## src/rtl/pi_pkg.sv

```systemverilog
package pi_pkg;
  localparam int PTR_OFF_W = 10;

  typedef enum logic [1:0] {
    ST_NORM = 2'd0,
    ST_AIS  = 2'd1,
    ST_CONC = 2'd2
  } pi_state_e;

  typedef enum logic [1:0] {
    PC_NONE = 2'd0,
    PC_NORM = 2'd1,
    PC_AIS  = 2'd2,
    PC_CONC = 2'd3
  } pi_class_e;
endpackage

```

## src/rtl/pi_classify.sv

```systemverilog
module pi_classify
  import pi_pkg::*;
#(
  parameter int MAX_OFF = 782
) (
  input  logic [7:0]           p1,
  input  logic [7:0]           p2,
  output pi_class_e            cls,
  output logic [PTR_OFF_W-1:0] off
);
  logic [3:0] nfield;
  logic [2:0] ndf_dist;
  logic       off_ones;

  assign off      = {p1[1:0], p2};
  assign nfield   = p1[7:4];
  assign ndf_dist = 3'($countones(nfield ^ 4'b1001));
  assign off_ones = (off == '1);

  always_comb begin
    cls = PC_NONE;
    if (nfield == 4'hF && off_ones)
      cls = PC_AIS;
    else if (ndf_dist <= 3'd1 && off_ones)
      cls = PC_CONC;
    else if ((off <= PTR_OFF_W'(MAX_OFF)) && (nfield == 4'b0110 || nfield == 4'b1001))
      cls = PC_NORM;
  end
endmodule

```

## src/rtl/pi_sts_fsm.sv

```systemverilog
module pi_sts_fsm
  import pi_pkg::*;
#(
  parameter int NORM_RUN = 2,
  parameter int AIS_RUN  = 3,
  parameter int CONC_RUN = 3
) (
  input  logic                 clk,
  input  logic                 rst,
  input  logic                 upd,
  input  pi_class_e            cls,
  input  logic [PTR_OFF_W-1:0] rx_off,
  output pi_state_e            state,
  output logic [PTR_OFF_W-1:0] offset
);
  localparam int RUN_MAX = (NORM_RUN > AIS_RUN) ? ((NORM_RUN > CONC_RUN) ? NORM_RUN : CONC_RUN)
                                                : ((AIS_RUN > CONC_RUN) ? AIS_RUN : CONC_RUN);
  localparam int RUN_W   = $clog2(RUN_MAX + 1);

  pi_class_e            last_cls;
  logic [RUN_W-1:0]     run_q, run_nx;
  logic [PTR_OFF_W-1:0] prev_off;

  always_comb begin
    if (cls == PC_NONE)
      run_nx = '0;
    else if (cls == last_cls)
      run_nx = (run_q == RUN_W'(RUN_MAX)) ? run_q : run_q + 1'b1;
    else
      run_nx = RUN_W'(1);
  end

  always_ff @(posedge clk) begin
    if (rst) begin
      state    <= ST_AIS;
      offset   <= '0;
      last_cls <= PC_NONE;
      run_q    <= '0;
      prev_off <= '0;
    end else if (upd) begin
      last_cls <= cls;
      run_q    <= run_nx;
      if (cls == PC_NORM)
        prev_off <= rx_off;
      case (cls)
        PC_NORM: begin
          if (run_nx >= RUN_W'(NORM_RUN)) begin
            if (state != ST_NORM) begin
              state  <= ST_NORM;
              offset <= rx_off;
            end else if (prev_off != offset && rx_off != offset) begin
              offset <= rx_off;
            end
          end
        end
        PC_AIS:  if (run_nx >= RUN_W'(AIS_RUN))  state <= ST_AIS;
        PC_CONC: if (run_nx >= RUN_W'(CONC_RUN)) state <= ST_CONC;
        default: ;
      endcase
    end
  end
endmodule

```

## src/rtl/pi_marker.sv

```systemverilog
module pi_marker
  import pi_pkg::*;
#(
  parameter int NUM_STS  = 12,
  parameter int ROWS     = 9,
  parameter int COLS     = 90,
  parameter int TOH_COLS = 3,
  parameter int PTR_ROW  = 3,
  parameter int ROW_W    = $clog2(ROWS),
  parameter int COL_W    = $clog2(COLS),
  parameter int STS_W    = $clog2(NUM_STS)
) (
  input  logic                         clk,
  input  logic                         rst,
  input  logic                         in_valid,
  input  logic [ROW_W-1:0]             in_row,
  input  logic [COL_W-1:0]             in_col,
  input  logic [STS_W-1:0]             in_sts,
  input  logic [NUM_STS*PTR_OFF_W-1:0] tbl_off,
  input  logic [NUM_STS-1:0]           tbl_ais,
  input  logic [NUM_STS-1:0]           tbl_conc,
  output logic                         spe_valid,
  output logic                         c1j1_mark
);
  localparam int SPE_COLS = COLS - TOH_COLS;

  logic                 sts_ok;
  logic [PTR_OFF_W-1:0] sel_off;
  logic                 sel_ais, sel_norm;
  logic                 spe_d, c1_hit, j1_hit;

  assign sts_ok   = (int'(in_sts) < NUM_STS);
  assign sel_off  = sts_ok ? tbl_off[in_sts*PTR_OFF_W +: PTR_OFF_W] : '0;
  assign sel_ais  = sts_ok && tbl_ais[in_sts];
  assign sel_norm = sts_ok && !tbl_ais[in_sts] && !tbl_conc[in_sts];

  always_comb begin
    int o, q, jr, jc;
    o = int'(sel_off);
    q = 0;
    for (int k = 1; k < ROWS; k++)
      if (o >= k * SPE_COLS) q = k;
    jr = (PTR_ROW + q) % ROWS;
    jc = TOH_COLS + o - q * SPE_COLS;
    j1_hit = sel_norm && (int'(in_row) == jr) && (int'(in_col) == jc);
  end

  assign c1_hit = (in_sts == '0) && (in_row == '0) && (int'(in_col) == TOH_COLS - 1);
  assign spe_d  = sts_ok && (int'(in_col) >= TOH_COLS) && !sel_ais;

  always_ff @(posedge clk) begin
    if (rst) begin
      spe_valid <= 1'b0;
      c1j1_mark <= 1'b0;
    end else begin
      spe_valid <= in_valid && spe_d;
      c1j1_mark <= in_valid && (c1_hit || j1_hit);
    end
  end
endmodule

```

## src/rtl/ptr_interp_sts12.sv

```systemverilog
module ptr_interp_sts12
  import pi_pkg::*;
#(
  parameter int NUM_STS  = 12,
  parameter int ROWS     = 9,
  parameter int COLS     = 90,
  parameter int TOH_COLS = 3,
  parameter int PTR_ROW  = 3,
  parameter int MAX_OFF  = 782,
  parameter int NORM_RUN = 2,
  parameter int AIS_RUN  = 3,
  parameter int CONC_RUN = 3,
  parameter int ROW_W    = $clog2(ROWS),
  parameter int COL_W    = $clog2(COLS),
  parameter int STS_W    = $clog2(NUM_STS)
) (
  input  logic                         clk,
  input  logic                         rst,
  input  logic                         in_valid,
  input  logic [7:0]                   in_byte,
  input  logic [ROW_W-1:0]             in_row,
  input  logic [COL_W-1:0]             in_col,
  input  logic [STS_W-1:0]             in_sts,
  output logic [NUM_STS*PTR_OFF_W-1:0] ptr_offset,
  output logic [NUM_STS-1:0]           ptr_ais,
  output logic [NUM_STS-1:0]           ptr_conc,
  output logic                         spe_valid,
  output logic                         c1j1_mark
);
  logic                 sts_ok, p1_hit, p2_hit;
  logic [7:0]           p1_mem [NUM_STS];
  logic [7:0]           p1_rd;
  pi_class_e            cls;
  logic [PTR_OFF_W-1:0] rx_off;

  assign sts_ok = (int'(in_sts) < NUM_STS);
  assign p1_hit = in_valid && sts_ok && (int'(in_row) == PTR_ROW) && (in_col == COL_W'(0));
  assign p2_hit = in_valid && sts_ok && (int'(in_row) == PTR_ROW) && (in_col == COL_W'(1));

  always_ff @(posedge clk) begin
    if (p1_hit)
      p1_mem[in_sts] <= in_byte;
  end

  assign p1_rd = sts_ok ? p1_mem[in_sts] : 8'h00;

  pi_classify #(.MAX_OFF(MAX_OFF)) u_cls (
    .p1 (p1_rd),
    .p2 (in_byte),
    .cls(cls),
    .off(rx_off)
  );

  for (genvar i = 0; i < NUM_STS; i++) begin : g_sts
    pi_state_e            st_i;
    logic [PTR_OFF_W-1:0] off_i;
    logic                 upd_i;

    assign upd_i = p2_hit && (int'(in_sts) == i);

    pi_sts_fsm #(
      .NORM_RUN(NORM_RUN),
      .AIS_RUN (AIS_RUN),
      .CONC_RUN(CONC_RUN)
    ) u_fsm (
      .clk   (clk),
      .rst   (rst),
      .upd   (upd_i),
      .cls   (cls),
      .rx_off(rx_off),
      .state (st_i),
      .offset(off_i)
    );

    assign ptr_offset[i*PTR_OFF_W +: PTR_OFF_W] = off_i;
    assign ptr_ais[i]  = (st_i == ST_AIS);
    assign ptr_conc[i] = (st_i == ST_CONC);
  end

  pi_marker #(
    .NUM_STS (NUM_STS),
    .ROWS    (ROWS),
    .COLS    (COLS),
    .TOH_COLS(TOH_COLS),
    .PTR_ROW (PTR_ROW),
    .ROW_W   (ROW_W),
    .COL_W   (COL_W),
    .STS_W   (STS_W)
  ) u_mark (
    .clk      (clk),
    .rst      (rst),
    .in_valid (in_valid),
    .in_row   (in_row),
    .in_col   (in_col),
    .in_sts   (in_sts),
    .tbl_off  (ptr_offset),
    .tbl_ais  (ptr_ais),
    .tbl_conc (ptr_conc),
    .spe_valid(spe_valid),
    .c1j1_mark(c1j1_mark)
  );
endmodule

```

## config.mk

```make
export PLATFORM = sky130hd
export DESIGN_NAME = ptr_interp_sts12
export DESIGN_NICKNAME = d
export VERILOG_FILES = /design/src/rtl/pi_pkg.sv /design/src/rtl/pi_classify.sv /design/src/rtl/pi_sts_fsm.sv /design/src/rtl/pi_marker.sv /design/src/rtl/ptr_interp_sts12.sv
export SDC_FILE = /design/constraint.sdc
export NUM_CORES = 1
export LEC_CHECK = 0
export CORE_UTILIZATION = 59
export DETAILED_ROUTE_END_ITERATION = 8
export PLACE_DENSITY = 0.83
export SKIP_CTS_REPAIR_TIMING = 1
export SYNTH_ARGS = -nofsm -noshare
export SYNTH_HDL_FRONTEND = slang
export SYNTH_SLANG_ARGS = --single-unit
```

## constraint.sdc

```tcl
create_clock -name clk -period 11.3 [get_ports clk]
set_clock_uncertainty 0.1 [all_clocks]
set_input_delay 1.13 -clock clk [delete_from_list [all_inputs] [get_ports clk]]
set_output_delay 1.13 -clock clk [all_outputs]
set_load 0.01 [all_outputs]
```

# == Yosys cells after proc, flatten, opt, wreduce, memory -nomap -nowiden ==
# Memories as Yosys holds them, arrays and structs flattened.
# Cells that the tools add are included.
# op_classes
mux,139
order_cmp,37
addsub,18
multipliers,2
n_shift,1
reduce_logical,113
bitwise,1
n_eq_ne,143
div,1
# ops
operator,n
$mux W10,25
$ne A10 B10 Y1,24
$mux W2,88
$shiftx A120 B9 Y10,1
$ne A2 B1 Y1 const B,46
$pmux W2 S3,12
$reduce_and A6 Y1,12
$eq A2 B2 Y1 const B,26
$ge A2 B2 Y1 const B,24
$reduce_and A4 Y1,12
$reduce_bool A2 Y1,24
$logic_and A1 B1 Y1,42
$eq A4 B4 Y1 const B,10
$eq A5 B32 Y1,1
$eq A8 B32 Y1,1
$mod A32 B5 Y32 const B,1
$sub A32 B32 Y32,1
$ge A10 B10 Y1 const B,3
$ge A10 B9 Y1 const B,3
$eq A2 B1 Y1 const B,13
$add A2 B1 Y2 const B,12
$eq A2 B2 Y1,12
$reduce_and A2 Y1,12
$eq A4 B3 Y1 const B,4
30 further kinds,46
# word_totals
regBits,314
ram_bits,96
out_inout_bits,146
mem_count,1
in_bits,26
elab_cells,518
latchBits,0
romBits,0
# memory_table
name,depth,word_bits,rd,rd_ports_with_merged_regs,write_ports,line_no,text
p1_mem,12,8,1,0,1,ptr_interp_sts12.sv:31,logic [7:0] p1_mem [NUM_STS];

# == Longest topological paths before layout ==
# logic_depth
word_depth,19
ltp_mapped,40
mapped_depth_nobuf,36

# == Cells and area by module ==
# A second synthesis with hierarchy kept.
# unflattened
cells_unflattened,2413
hier_area_um2,24418.4
# by_module_without_submodules
module,cells_each,n_inst,seq_area_each_um2,area_per_inst_um2
pi_sts_fsm at g_sts[0].u_fsm ...,148,7,520.5,1380.1
pi_sts_fsm at g_sts[5].u_fsm ...,148,5,520.5,1381.3
ptr_interp_sts12,219,1,2882.8,4111.4
pi_marker,391,1,40.0,3539.6
pi_classify,27,1,0.0,200.2

# == Worst setup path after synthesis ==
# OpenSTA, ideal clock, no wires.
# synth_path
path_type,input port to flip-flop
start,input in_sts[0]
end,register u_mark.c1j1_mark
arrival_time_ns,8.727
n_path_buf,4
required_ns,11.140
cell_stages,37
path_slack_ns,2.412
path_cell_list,buf_4 > buf_2 > buf_1 > buf_1 > mux4_2 > nand2_1 > o21ai_0 > ha_1 > nand3b_1 > o32a_1 > a22oi_1 > o31ai_4 > o21bai_2 > inv_1 > ha_1 > ha_1 > inv_1 > fa_1 > ha_1 > o21ai_0 > a21boi_0 > o21ai_0 > a21boi_0 > o21ai_0 > a21oi_1 > o21a_1 > nor2_1 > fa_1 > nor4b_1 > o311ai_0 > nor4_1 > o211ai_1 > nor4b_1 > o221ai_1 > a311o_1 > o21ai_1 > o221a_1
# synth_between
elab_chain_cells,19
# synth_lines
item,line_no,text
start: declaration,ptr_interp_sts12.sv:23,"input logic [STS_W-1:0] in_sts,"
$mul A4 B3 Y7,pi_marker.sv:33,assign sel_off = sts_ok ? tbl_off[in_sts*PTR_OFF_W +: PTR_OFF_W] : '0;
$shiftx A120 B9 Y10,pi_marker.sv:33,
$mux W10,pi_marker.sv:33,
$ge A10 B7 Y1,pi_marker.sv:42,if (o >= k * SPE_COLS) q = k;
$mux W1,pi_marker.sv:42,
$mux W2 (2 in series),pi_marker.sv:42,
$mux W3 (4 in series),pi_marker.sv:42,
$mux W4,pi_marker.sv:42,
$add A2 B4 Y5,pi_marker.sv:43,jr = (PTR_ROW + q) % ROWS;
$mod A32 B5 Y32,pi_marker.sv:43,
$eq A5 B32 Y1,pi_marker.sv:45,j1_hit = sel_norm && (int'(in_row) == jr) && (int'(in_col) == jc);
$logic_and A1 B1 Y1 (2 in series),pi_marker.sv:45,
$logic_or A1 B1 Y1 *,pi_marker.sv:57,c1j1_mark <= in_valid && (c1_hit || j1_hit);
$logic_and A1 B1 Y1 *,pi_marker.sv:57,
end signal: assignment,pi_marker.sv:57,
end: declaration,pi_marker.sv:23,output logic c1j1_mark
# Every way passes the cells marked *; elsewhere a longest branch is shown, timed or not. The select of a mux whose other input is x is not followed.
# A chain may end at the register's enable or synchronous reset.

# == Final worst setup path ==
# layout_path
start,input in_sts[3]
end,register u_mark.c1j1_mark
# Same word-level chain as after synthesis.

==> impl_results.md <==
* Commonest non-fill, non-tap cell in the layout: nand2_1
* # rows at just under 70
* CTS tree: yes
* Total CTS buffers at 41
* Die width at 190 um
* Worst VDD drop at between 100 and 150 uV
* CTS clk-pin slew, worst paths at about 60 ps
* Max Fclk at a little over 100 MHz
* Chip Height at roughly 190 um
* Vias/cell at 6.51
* Reg-to-Reg Start: g_sts[6].u_fsm.offset[0]$_SDFFE_PP0P_
* First-pass GRT wire length at approximately 110000 um
* Slowest-stage cell, CP: nor2b_1
* Pin count of the biggest net entering global routing at approximately 140
* Top_reg_cell synth: dfxtp_1
* Period minus WS final at 9720 ps
* Routability Congestion at 0.960
* Diodes inserted at 0
* Crit path kind: input port to register
* Skew-Pair Late Insertion Delay at about 560 ps
* Tot Pwr at ~3.0 mW
* Syn Area/Cell at approximately 9 sq um
* Fill cells at roughly 2.6k
* Total core area at 0.0347 sq mm
* Final setup viols at 0
* Post-route ant nets at 0
* Yosys reg bits at around 390
* Remaining Overflow, GRT at 0
* Place WS at about 1100 ps
* WL/cell at 25.3 um
* Final Hold Viols at 0
* Largest stage delay, worst path at approximately 850 ps
* Vias in the first global route at 17.8k
* Initial core utilization at 0.604
* Crit Reg-Reg Endpoint: u_mark.c1j1_mark$_SDFF_PP0_
* Min-Delay Path Class: register to register
* Post-Syn Area at roughly 0.021 sq mm
* Syn Inst Count at 2299
* IO Port Bufs at about 170
* Clock H-tree levels at 2
* Power Density at 123 mW/mm^2
* Final worst slack at roughly 1600 ps
* Iter 0 DRT Violations at roughly 2.3k
* Critical path launch point type: input port
* Crit Path Max Fanout at 14
* Critical Path RT at between 10000 and 15000 ps
* GRT Total Usage at 0.397
* Area share of the largest cell type after synthesis at 0.300
* Worst R2R Setup Slack at just under 3000 ps
* Routed via count at 18.8k
* MaxCap Viol Count at 0
* Fin crit share at 0.860
* Slew Viols, Final at 0
* Worst-margin pin slew at about 1300 ps
* DR pass1 iterations at 6
* Share of flip-flops with an asynchronous set or reset at 0
* Fin Hold WS at about 360 ps
* Library cells used by synthesis at slightly below 80
* I/O Pins at between 150 and 200
* Most frequent CP cell: ha_1
* Critical Path AT at around 10000 ps
* Post-route DRC at 0
* RSZ-0062 raised after global routing: no
* Yosys warnings at 0
* Most frequent cells in the layout: 362 x nand2_1, 314 x dfxtp_1, 231 x nor2_1, 195 x a21oi_1, 160 x clkdlybuf4s50_1
* Nets at around 2.5k
* Top post-synthesis cells by area: dfxtp_1 30%, edfxtp_1 10%, mux2i_1 7.3%, nand2_1 6.5%, xor2_1 6.2%
* Root Buffer: clkbuf_16
* Critical Path Source: in_sts[3]
* Drt total wl at about 73000 um
* Number of antenna violations at the first check in global routing at 2
* Status: finished, final reports clean
* CTS sink count at 386
* R2R depth at 33
* Yosys top cell by area: dfxtp_1
* Max transition margin at 0.134
* Area added between synthesis and finish at 15.6%
* CTS max path bufs at 3
* Share of layout cells above drive strength 1 at 0.0789
* Worst setup endpoint: u_mark.c1j1_mark$_SDFF_PP0_
* Die footprint at about 0.036 sq mm
* DP HPWL at ~49000 um
* Final TNS setup at 0 ps
* Leakage power at 8.62 nW
* Post-layout util at 0.698
* Sequential-to-total area share from yosys stat at 0.403
* Worst setup EP type: register
* Number of synthesized flops with an enable pin at ~70
-- per-layer routing --
metal  track usage  vias to the layer above  wire length, um
met4         0.204                        4             4110
met5             0                        -               32
li1              -                     8183                -
met2         0.585                     1340            31200
met3        0.0964                      322             9450
met1         0.541                     8953            28200
-- power by group --
group	leakage (nW)	internal [mW]	switching (mW)
sequential	3.17	1.40	0.0000232
clock	0.676	0.812	0.578
combinational	4.77	0.0552	0.134
total	8.62	2.27	0.712
-- worst min path at each step --
| stage | cells past startpoint | end | startpoint | slack [ps] |
|---|---|---|---|---|
| floorplan | 2 | g_sts[0].u_fsm.prev_off[0]$_SDFFE_PP0P_ | g_sts[0].u_fsm.prev_off[0]$_SDFFE_PP0P_ | 340 |
| global placement | 2 | g_sts[10].u_fsm.prev_off[8]$_SDFFE_PP0P_ | g_sts[10].u_fsm.prev_off[8]$_SDFFE_PP0P_ | 350 |
| detailed placement | 2 | g_sts[10].u_fsm.prev_off[7]$_SDFFE_PP0P_ | g_sts[10].u_fsm.prev_off[7]$_SDFFE_PP0P_ | 360 |
| CTS | 2 | g_sts[0].u_fsm.prev_off[6]$_SDFFE_PP0P_ | g_sts[0].u_fsm.prev_off[6]$_SDFFE_PP0P_ | 360 |
| global route | 2 | g_sts[0].u_fsm.prev_off[0]$_SDFFE_PP0P_ | g_sts[0].u_fsm.prev_off[0]$_SDFFE_PP0P_ | 380 |
| finish | 2 | g_sts[6].u_fsm.prev_off[5]$_SDFFE_PP0P_ | g_sts[6].u_fsm.prev_off[5]$_SDFFE_PP0P_ | 360 |
-- through the flow --
stage          instance area, sq um  std cells
4_1_cts                       24200       2888
5_1_grt                       24200       2888
3_5_place_dp                  22900       2812
2_1_floorplan                 21000       2300
6_report                      24200       2888
3_3_place_gp                  22900       2812
-- final cells by class --
cell class              count  area, sq um  share of cell area
multi-input cells        1735        11800               0.488
flip-flops and latches    386         8450               0.349
repair buffers            199         1880              0.0776
clock buffers              55         1150              0.0475
well taps                 455          569              0.0235
clock inverters            21          219             0.00904
inverters                  37          139             0.00573
-- state kept, by name, indices dropped and copies added, names as in the netlist --
name / flops
p1_mem: 72
g_sts.u_fsm.offset: 120
g_sts.u_fsm.prev_off: 120
u_mark.spe_valid: 1
g_sts.u_fsm.run_q: 24
u_mark.c1j1_mark: 1
g_sts.u_fsm.last_cls: 24
g_sts.u_fsm.state: 24
-- critical path: cells and delay by family --
kind                       cells  cell delay [ps]
AOI/OAI and AO/OA             17             3360
xor gates and xnor gates       1              180
adders and majority gates      6             1870
buffers and inverters          5             1420
and+or+nand+nor                7             2160
-- cells in the mapped netlist, drive strengths merged, types with 5 or more instances --
master,number
a211oi,22
xor2,149
buf,40
nand3,31
a21oi,197
inv,37
and2,6
mux2i,152
a2111oi,8
o21bai,6
a31oi,6
a211o,15
nor2,236
xnor2,141
edfxtp,72
a21o,5
o22ai,12
nand2,366
clkbuf,102
fa,5
nor2b,39
a22oi,13
dfxtp,314
nand2b,11
nand4,38
and3,5
ha,39
nor3b,7
or3,11
o21ai,39
nor4,41
nor4b,9
nor3,17
mux2,9
mux4,45
-- kinds of logic after synthesis --
group | after synthesis | share of synthesized area
and+or+nand+nor | 828 | 0.177
DFF | 386 | 0.403
AOI/OAI and AO/OA | 364 | 0.109
xor gates and xnor gates | 290 | 0.121
muxes | 206 | 0.126
buffers and inverters | 179 | 0.0355
adders and majority gates | 44 | 0.0281
other | 2 | 0.000358
No activity file was read; power rests on OpenSTA's default activity.
